## src/rtl/pipe4_pkg.sv

```systemverilog
package pipe4_pkg;
  localparam int IR_W    = 16;
  localparam int OP_LSB  = 14;
  localparam int DST_LSB = 11;
  localparam int SRC_LSB = 8;

  typedef enum logic [1:0] {
    OP_ADD = 2'b00,
    OP_SUB = 2'b01,
    OP_RSV = 2'b10,
    OP_NOP = 2'b11
  } op_e;

  function automatic op_e ir_op(input logic [IR_W-1:0] ir);
    return op_e'(ir[OP_LSB +: 2]);
  endfunction
endpackage

```

## src/rtl/pipe4_rom.sv

```systemverilog
module pipe4_rom #(
  parameter int DEPTH = 3,
  parameter int W     = 16,
  parameter int AW    = 2,
  parameter logic [DEPTH*W-1:0] IMAGE = '0
) (
  input  logic          clk,
  input  logic          en,
  input  logic [AW-1:0] addr,
  output logic [W-1:0]  q
);
  logic [W-1:0] mem [DEPTH];

  for (genvar g = 0; g < DEPTH; g++) begin : g_word
    assign mem[g] = IMAGE[g*W +: W];
  end

  always_ff @(posedge clk) begin
    if (en) q <= mem[addr];
  end
endmodule

```

## src/rtl/pipe4_regfile.sv

```systemverilog
module pipe4_regfile #(
  parameter int DW   = 32,
  parameter int NR   = 8,
  parameter int AW   = 3,
  parameter int BASE = 10,
  parameter int STEP = 5
) (
  input  logic          clk,
  input  logic          rst,
  input  logic [AW-1:0] ra_a,
  output logic [DW-1:0] rd_a,
  input  logic [AW-1:0] ra_b,
  output logic [DW-1:0] rd_b,
  input  logic          we,
  input  logic [AW-1:0] wa,
  input  logic [DW-1:0] wd,
  input  logic [AW-1:0] pa,
  output logic [DW-1:0] pd
);
  logic [DW-1:0] mem [NR];

  // write-first: a same-cycle reader sees the value being written
  assign rd_a = (we && wa == ra_a) ? wd : mem[ra_a];
  assign rd_b = (we && wa == ra_b) ? wd : mem[ra_b];

  always_ff @(posedge clk) begin
    if (rst) begin
      for (int i = 0; i < NR; i++) mem[i] <= DW'(BASE + i * STEP);
    end else if (we) begin
      mem[wa] <= wd;
    end
    pd <= mem[pa];
  end
endmodule

```

## src/rtl/pipe4_alu.sv

```systemverilog
module pipe4_alu
  import pipe4_pkg::*;
#(
  parameter int DW = 32
) (
  input  op_e           op,
  input  logic [DW-1:0] a,
  input  logic [DW-1:0] b,
  output logic [DW-1:0] y,
  output logic          wr
);
  always_comb begin
    unique case (op)
      OP_ADD:  begin y = a + b; wr = 1'b1; end
      OP_SUB:  begin y = a - b; wr = 1'b1; end
      default: begin y = a;     wr = 1'b0; end
    endcase
  end
endmodule

```

## src/rtl/pipe4_core.sv

```systemverilog
module pipe4_core
  import pipe4_pkg::*;
#(
  parameter int DW       = 32,
  parameter int NREG     = 8,
  parameter int CNT_W    = 16,
  parameter int LAT_ADD  = 2,
  parameter int LAT_SUB  = 3,
  parameter int REG_BASE = 10,
  parameter int REG_STEP = 5,
  parameter int PROG_LEN = 3,
  parameter logic [PROG_LEN*16-1:0] PROG = {16'h0A00, 16'h5000, 16'h0100}
) (
  input  logic                     clk,
  input  logic                     rst,
  input  logic                     start_i,
  input  logic [$clog2(NREG)-1:0]  peek_addr_i,
  output logic                     done_o,
  output logic [CNT_W-1:0]         cycle_cnt_o,
  output logic [DW-1:0]            peek_data_o
);
  localparam int REG_AW = $clog2(NREG);
  localparam int PC_W   = $clog2(PROG_LEN + 1);
  localparam int LAT_MX = (LAT_ADD > LAT_SUB) ? LAT_ADD : LAT_SUB;
  localparam int LAT_W  = $clog2(LAT_MX + 1);

  logic              running;
  logic [PC_W-1:0]   pc;
  logic              if_v, if_last;
  logic [IR_W-1:0]   if_ir;
  logic              da_v, da_last;
  logic [IR_W-1:0]   da_ir;
  logic              fo_v, fo_last;
  op_e               fo_op;
  logic [REG_AW-1:0] fo_dst;
  logic [LAT_W-1:0]  fo_cnt;
  logic [DW-1:0]     fo_a, fo_b;
  logic              ex_v, ex_we, ex_last;
  logic [REG_AW-1:0] ex_dst;
  logic [DW-1:0]     ex_res;

  logic              fo_fin, adv, launch, fetch;
  logic [PC_W-1:0]   rom_addr;
  op_e               da_op;
  logic [REG_AW-1:0] da_dst, da_src;
  logic [LAT_W-1:0]  da_lat;
  logic [DW-1:0]     rd_a, rd_b, opa, opb, fo_res;
  logic              fo_wr_op, fo_fwd;

  assign fo_fin   = fo_v && (fo_cnt == LAT_W'(1));
  assign adv      = !fo_v || fo_fin;
  assign launch   = start_i && !running;
  assign fetch    = launch || (running && adv && (pc < PC_W'(PROG_LEN)));
  assign rom_addr = launch ? '0 : pc;

  assign da_op  = ir_op(da_ir);
  assign da_dst = da_ir[DST_LSB +: REG_AW];
  assign da_src = da_ir[SRC_LSB +: REG_AW];

  always_comb begin
    unique case (da_op)
      OP_ADD:  da_lat = LAT_W'(LAT_ADD);
      OP_SUB:  da_lat = LAT_W'(LAT_SUB);
      default: da_lat = LAT_W'(1);
    endcase
  end

  pipe4_rom #(.DEPTH(PROG_LEN), .W(IR_W), .AW(PC_W), .IMAGE(PROG)) u_rom (
    .clk(clk), .en(fetch), .addr(rom_addr), .q(if_ir)
  );

  pipe4_regfile #(.DW(DW), .NR(NREG), .AW(REG_AW), .BASE(REG_BASE), .STEP(REG_STEP)) u_rf (
    .clk(clk), .rst(rst),
    .ra_a(da_dst), .rd_a(rd_a), .ra_b(da_src), .rd_b(rd_b),
    .we(ex_we), .wa(ex_dst), .wd(ex_res),
    .pa(peek_addr_i), .pd(peek_data_o)
  );

  pipe4_alu #(.DW(DW)) u_alu (
    .op(fo_op), .a(fo_a), .b(fo_b), .y(fo_res), .wr(fo_wr_op)
  );

  // forward from the instruction leaving operand fetch this cycle
  assign fo_fwd = fo_fin && fo_wr_op;
  assign opa    = (fo_fwd && fo_dst == da_dst) ? fo_res : rd_a;
  assign opb    = (fo_fwd && fo_dst == da_src) ? fo_res : rd_b;

  always_ff @(posedge clk) begin
    if (rst) begin
      running     <= 1'b0;
      pc          <= '0;
      if_v        <= 1'b0;
      if_last     <= 1'b0;
      da_v        <= 1'b0;
      da_last     <= 1'b0;
      fo_v        <= 1'b0;
      fo_last     <= 1'b0;
      fo_cnt      <= '0;
      ex_v        <= 1'b0;
      ex_we       <= 1'b0;
      ex_last     <= 1'b0;
      done_o      <= 1'b0;
      cycle_cnt_o <= '0;
    end else begin
      done_o <= 1'b0;
      if (fetch) if_last <= (rom_addr == PC_W'(PROG_LEN - 1));

      if (launch) begin
        running     <= 1'b1;
        pc          <= PC_W'(1);
        if_v        <= 1'b1;
        cycle_cnt_o <= CNT_W'(1);
      end else if (running) begin
        if (ex_v && ex_last) begin
          running <= 1'b0;
          done_o  <= 1'b1;
        end else begin
          cycle_cnt_o <= cycle_cnt_o + 1'b1;
        end
        if (adv) begin
          if_v <= fetch;
          if (fetch) pc <= pc + 1'b1;
        end
      end

      if (adv) begin
        da_v    <= if_v;
        da_ir   <= if_ir;
        da_last <= if_last;
        fo_v    <= da_v;
        fo_op   <= da_op;
        fo_dst  <= da_dst;
        fo_cnt  <= da_v ? da_lat : '0;
        fo_a    <= opa;
        fo_b    <= opb;
        fo_last <= da_last;
      end else if (fo_v) begin
        fo_cnt <= fo_cnt - 1'b1;
      end

      ex_v    <= fo_fin;
      ex_we   <= fo_fwd;
      ex_last <= fo_fin && fo_last;
      ex_dst  <= fo_dst;
      ex_res  <= fo_res;
    end
  end
endmodule

```

## config.mk

```make
export PLATFORM = sky130hd
export DESIGN_NAME = pipe4_core
export DESIGN_NICKNAME = d
export VERILOG_FILES = /design/src/rtl/pipe4_pkg.sv /design/src/rtl/pipe4_rom.sv /design/src/rtl/pipe4_regfile.sv /design/src/rtl/pipe4_alu.sv /design/src/rtl/pipe4_core.sv
export SDC_FILE = /design/constraint.sdc
export NUM_CORES = 1
export LEC_CHECK = 0
export ABC_AREA = 1
export BUFFER_PORTS_ARGS = -buffer_cell sky130_fd_sc_hd__clkbuf_2
export CELL_PAD_IN_SITES_DETAIL_PLACEMENT = 1
export CELL_PAD_IN_SITES_GLOBAL_PLACEMENT = 1
export CORE_UTILIZATION = 48
export DETAILED_ROUTE_END_ITERATION = 6
export PLACE_DENSITY = 0.86
export SLEW_MARGIN = 20
export SYNTH_ARGS = -nofsm -noshare
export SYNTH_HDL_FRONTEND = slang
export SYNTH_HIERARCHICAL = 1
export SYNTH_SLANG_ARGS = --single-unit
```

## constraint.sdc

```tcl
create_clock -name clk -period 6.5 [get_ports clk]
set_input_delay 0.65 -clock clk [delete_from_list [all_inputs] [get_ports clk]]
set_output_delay 0.65 -clock clk [all_outputs]
set_load 0.03 [all_outputs]
```

# ---- After elaboration in Yosys (flattened, before gate mapping)
# Memory sizes are Yosys's and may differ from the RTL's. A register that Yosys moved wholly into a read port is not among the register bits.
# Cells that the tools add are included.
dict set report totals {
  mem_count 1
  word_cells 114
  mem_bits_ro 0
  ff_bits 167
  output_inout_bits 49
  mem_bits_rw 256
  input_bits 6
  latch_bits 0
}
# name words word_bits read_ports rd_clocked_by_memory_dff write_ports line
set memory_table {}
lappend memory_table {u_rf.mem 8 32 3 3 8 pipe4_regfile.sv:20} ;# logic [DW-1:0] mem [NR];
dict set report op_classes {
  n_shift 0
  bitwise 4
  order_cmp 2
  n_mul 0
  n_eq_ne 9
  mux 38
  addsub 5
  n_reduce_logical 31
  div 0
}
# operator count
set ops {}
lappend ops {{32-bit 2-to-1 mux} 5}
lappend ops {{32-bit one-hot mux with 2 select lines} 1}
lappend ops {{32-bit adder} 1}
lappend ops {{16-bit binary-select mux with 2-bit select} 1}
lappend ops {{16-bit 2-to-1 mux} 2}
lappend ops {{32-bit OR reduction} 1}
lappend ops {{32-bit subtractor} 1}
lappend ops {{1-bit 2-to-1 mux} 21}
lappend ops {{16-bit by 1-bit adder with 16-bit output (second input constant)} 1}
lappend ops {{3-bit equality test} 4}
lappend ops {{1-bit logical AND} 11}
lappend ops {{3-bit 2-to-1 mux} 3}
lappend ops {{2-bit 2-to-1 mux} 4}
lappend ops {{2-bit AND reduction} 4}
lappend ops {{2-bit nonzero test} 4}
lappend ops {{2-bit by 1-bit equality test with 1-bit output (second input constant)} 3}
lappend ops {{3-bit AND reduction} 2}
lappend ops {{2-bit zero test} 2}
lappend ops {{2-bit one-hot mux with 2 select lines} 1}
lappend ops {{2-bit OR reduction} 2}
lappend ops {{3-bit >= comparator (second input constant)} 1}
lappend ops {{1-bit inverter} 3}
lappend ops {{2-bit inverter with 3-bit output} 1}
lappend ops {{3-bit OR reduction} 1}
lappend ops {{other kinds (7)} 9}

# ---- Depth between registers and ports, before layout
dict set report logic_depth {
  depth_word 10
  depth_mapped 24
  depth_no_buf 24
}

# ---- Modules after synthesis
# Netlist, hierarchy kept.
# mod cells_each seq_area_each_um2 area_per_inst_um2 n_inst
set modules_own_cells {}
lappend modules_own_cells {pipe4_regfile 2589 8328.0 18192.4 1}
lappend modules_own_cells {pipe4_core 485 3983.8 5818.1 1}
lappend modules_own_cells {pipe4_alu 756 0.0 3758.6 1}
lappend modules_own_cells {pipe4_rom 22 90.1 210.2 1}

# ---- Least setup slack after synthesis
# OpenSTA, ideal clock, no wires.
dict set report synth_path {
  kind {input port to flip-flop}
  from {in rst}
  to {reg da_ir[10], enable pin}
  setup_time_ps 513
  n_path_buf 1
  arrival_ps 4082
  cell_stages 2
  setup_slack_ps 1905
  required_ps 5987
  cell_sequence {clkbuf_1 -> nor2_1}
}
dict set report synth_via {
  elab_chain_cells 2
}
# item line
set synth_rtl {}
lappend synth_rtl {{from (decl)} pipe4_core.sv:15} ;# input logic rst,
lappend synth_rtl {{1-bit inverter (no line)} -}
lappend synth_rtl {{2-bit AND reduction (no line)} -}
lappend synth_rtl {{to (signal assigned)} pipe4_core.sv:128} ;# da_ir <= if_ir;
lappend synth_rtl {{to (decl)} pipe4_core.sv:32} ;# logic [IR_W-1:0] da_ir;
# No other way between the ends.
# A chain may end at the register's enable or synchronous reset.

# ---- Worst setup path after layout
dict set report layout_path {
  from {reg fo_op[1]}
  to {reg fo_a[10] (data pin)}
}
dict set report layout_via {
  elab_chain_cells 6
  word_cells_on_any_way 8
  classes_between {1 x eq/ne; 3 x mux; 4 x reduce/logical}
}
# item line
set layout_rtl {}
lappend layout_rtl {{from (decl)} pipe4_core.sv:34} ;# op_e fo_op;
lappend layout_rtl {{from (signal assigned)} pipe4_core.sv:131} ;# fo_op <= da_op;
lappend layout_rtl {{2-bit by 1-bit equality test with 1-bit output or 2-bit zero test (tied branches)} pipe4_alu.sv:13} ;# unique case (op)
lappend layout_rtl {{2-bit OR reduction (no line) (*)} -}
lappend layout_rtl {{1-bit 2-to-1 mux (*)} pipe4_alu.sv:13}
lappend layout_rtl {{named net fo_wr_op} pipe4_core.sv:48} ;# logic fo_wr_op, fo_fwd;
lappend layout_rtl {{1-bit logical AND (*)} pipe4_core.sv:84} ;# assign fo_fwd = fo_fin && fo_wr_op;
lappend layout_rtl {{1-bit logical AND (*)} pipe4_core.sv:85} ;# assign opa = (fo_fwd && fo_dst == da_dst) ? fo_res : rd_a;
lappend layout_rtl {{32-bit 2-to-1 mux (*)} pipe4_core.sv:85}
lappend layout_rtl {{named net opa[10]} pipe4_core.sv:47} ;# logic [DW-1:0] rd_a, rd_b, opa, opb, fo_res;
lappend layout_rtl {{to (signal assigned)} pipe4_core.sv:134} ;# fo_a <= opa;
lappend layout_rtl {{to (decl)} pipe4_core.sv:37} ;# logic [DW-1:0] fo_a, fo_b;
# The timed path passes the listed nets; every way through them passes the cells marked *.

==> impl_metrics.tcl <==
set metrics [dict create \
    status "finished, final reports clean" \
    gr-usage-met3_pct 5.92 \
    cts-root-buf "clkbuf_16" \
    cp-end-kind "flop" \
    power_density_nw_per_um2 282 \
    seqPwrFrac_pct 40.2 \
    ir_drop_v 0.000193 \
    switching_share_pct 35.1 \
    critPathRequiredTime_ns 6.82 \
    cts_resized 0 \
    port_buffers 54 \
    crit_chain "buf_4 > inv_2 > nand2_1 > inv_2 > o21ai_0 > fa_1 > nand3_1 > nand3_2 > nand2_1 > nand2_1 > nand2_1 > nand2_1 > or2_1 > nand3_1 > nand2_1 > inv_1 > o21ai_2" \
    fp.dieW_um 243 \
    synthCells 3844 \
    finish.net_count 3827 \
    reg2reg_slack_ns 1.80 \
    drc 0 \
    fmax_ghz 0.213 \
    period_share_pct 72.4 \
    crit_path_frequent_cell "nand2_1" \
    cts_buffer_depth 3 \
    die_area_sq_um 59100 \
    core_sq_um 57600 \
    syn_to_final_growth_pct 7.26 \
    use_met2_pct 60.0 \
    totalWireLength_mm 106 \
    clk_pin_slew_ns 0.06 \
    dp_hpwl_mm 64.2 \
    place.gp.congestion 1.01 \
    avgRoutedWirePerCell_um 23.1 \
    hp-class "input pin to flop" \
    syn-cell-area_sq_um 27900 \
    path_max_fanout 41 \
    setup_viol 0 \
    n_antenna_cell 0 \
    grt_max_degree 130 \
    layout_common_cells "nand2_1 (1,236), nand3_1 (502), inv_1 (478)" \
    grt_pass1_wl_mm 162 \
    start_util_pct 48.5 \
    top_usage_layer "met2" \
    synth.avg_cell_area_sq_um 7.26 \
    relSlewSlack_pct 15.6 \
    numCtsBuffers 49 \
    grt_overflow 0 \
    worstMarginPinSlew_ns 1.27 \
    antenna_found_initial 0 \
    grt_usage_pct 35.9 \
    final_hold_viol_count 0 \
    met1_usage_pct 45.2 \
    dr.pass1.iters 5 \
    clock-sinks 434 \
    cpMaxStageDelayCell "nand2_1" \
    start_kind "flop" \
    clock_latency_ns 0.60 \
    internal_power_w 0.00548 \
    drv_cap 0 \
    final_common_cell "nand2_1" \
    viasPerCell 5.84 \
    grt_pass1_vias 27400 \
    drive_above_1_share_pct 8.03 \
    power_frac_clock_pct 33.1 \
    rsz0062_at_grt "false" \
    finalSetupTns_ns 0 \
    pin_count 55 \
    die_h_um 243 \
    h-tree-depth 2 \
    worstPathArrival_ns 5.03 \
    power.switching_w 0.00296 \
    cts_tree "done" \
    skew_ns 0.0274 \
    drv_slew 0 \
    post-cts-setup-buffer-count 0 \
    whs_ns 0.418 \
    drtAntennaViolNets 0 \
    hold_buffers 0 \
    num_rows 88 \
    num_vias 26800 \
    leakage_nw 14.0 \
    drt-initial-drc-count 2407 \
    slowest_delay_ns 0.65 \
    combPwrFrac_pct 26.7 \
    fill_cells 7425 \
    ys_warn_count 6 \
    path_class "flop to flop" \
    min_period_ns 4.70 \
]
-- sequential cells by signal, summed over array words and instances, names as in the netlist, 2 cells and up --
| signal | count |
|---|---|
| u_rom/q | 3 |
| fo_b | 32 |
| cycle_cnt_o | 16 |
| ex_res | 32 |
| ex_dst | 3 |
| pc | 2 |
| fo_op | 2 |
| fo_dst | 3 |
| da_ir | 8 |
| fo_a | 32 |
| u_rf/mem | 256 |
| u_rf/pd | 32 |
| fo_cnt | 2 |
-- critical path, delay by kind of cell (launching register included) --
family | cells | cell delay, ns
AO/OA/AOI/OAI | 2 | 0.30
adder cells (fa/ha/maj) | 1 | 0.54
buffers and inverters | 4 | 1.37
flip-flops | 1 | 0.38
AND/OR/NAND/NOR | 10 | 1.78
-- power groups by stage --
stage                     Sequential [W]  Clock (W)  Combinational (W)
after floorplan                  0.00344          0            0.00150
after global placement           0.00344          0            0.00213
after detailed placement         0.00345          0            0.00219
after CTS                        0.00339    0.00282            0.00222
after global routing             0.00341    0.00292            0.00246
final                            0.00339    0.00280            0.00225
-- worst paths after layout --
check | from | end | depth (start not counted)
worst max-delay path | fo_op[1] | fo_a[10] | 17
worst min-delay path | start_i | running | 3
worst max register to register | fo_op[1] | fo_a[10] | 17
worst min register to register | u_rom/q[8] | da_ir[8] | 0
-- layer usage --
layer / up-vias / part of all wire [%]
li1: 12200 / -
met4: 0 / 5.0
met5: - / 0
met3: 355 / 9.2
met1: 12900 / 39
met2: 1298 / 47
-- per-stage QoR --
step	util (%)	total power [W]	setup slack (ns)	area, sq um	instances
2_1_floorplan	-	0.00494	1.91	27900	3846
3_3_place_gp	49.3	0.00557	2.00	28400	4499
3_5_place_dp	49.3	0.00564	1.87	28400	4499
4_1_cts	52.0	0.00843	1.84	29900	4590
5_1_grt	52.0	0.00880	1.38	29900	4590
6_report	52.0	0.00844	1.80	29900	4590
-- layout make-up --
class / instances / area [sq um] / share of cell area, %
tap: 765 / 957 / 3.20
inverter: 502 / 1900 / 6.35
timing repair buffer: 98 / 616 / 2.06
clock buffer: 62 / 1310 / 4.36
multi-input combinational: 2700 / 12500 / 41.7
sequential: 434 / 12400 / 41.4
clock inverter: 29 / 270 / 0.903
Power figures use the tool's default switching activity.
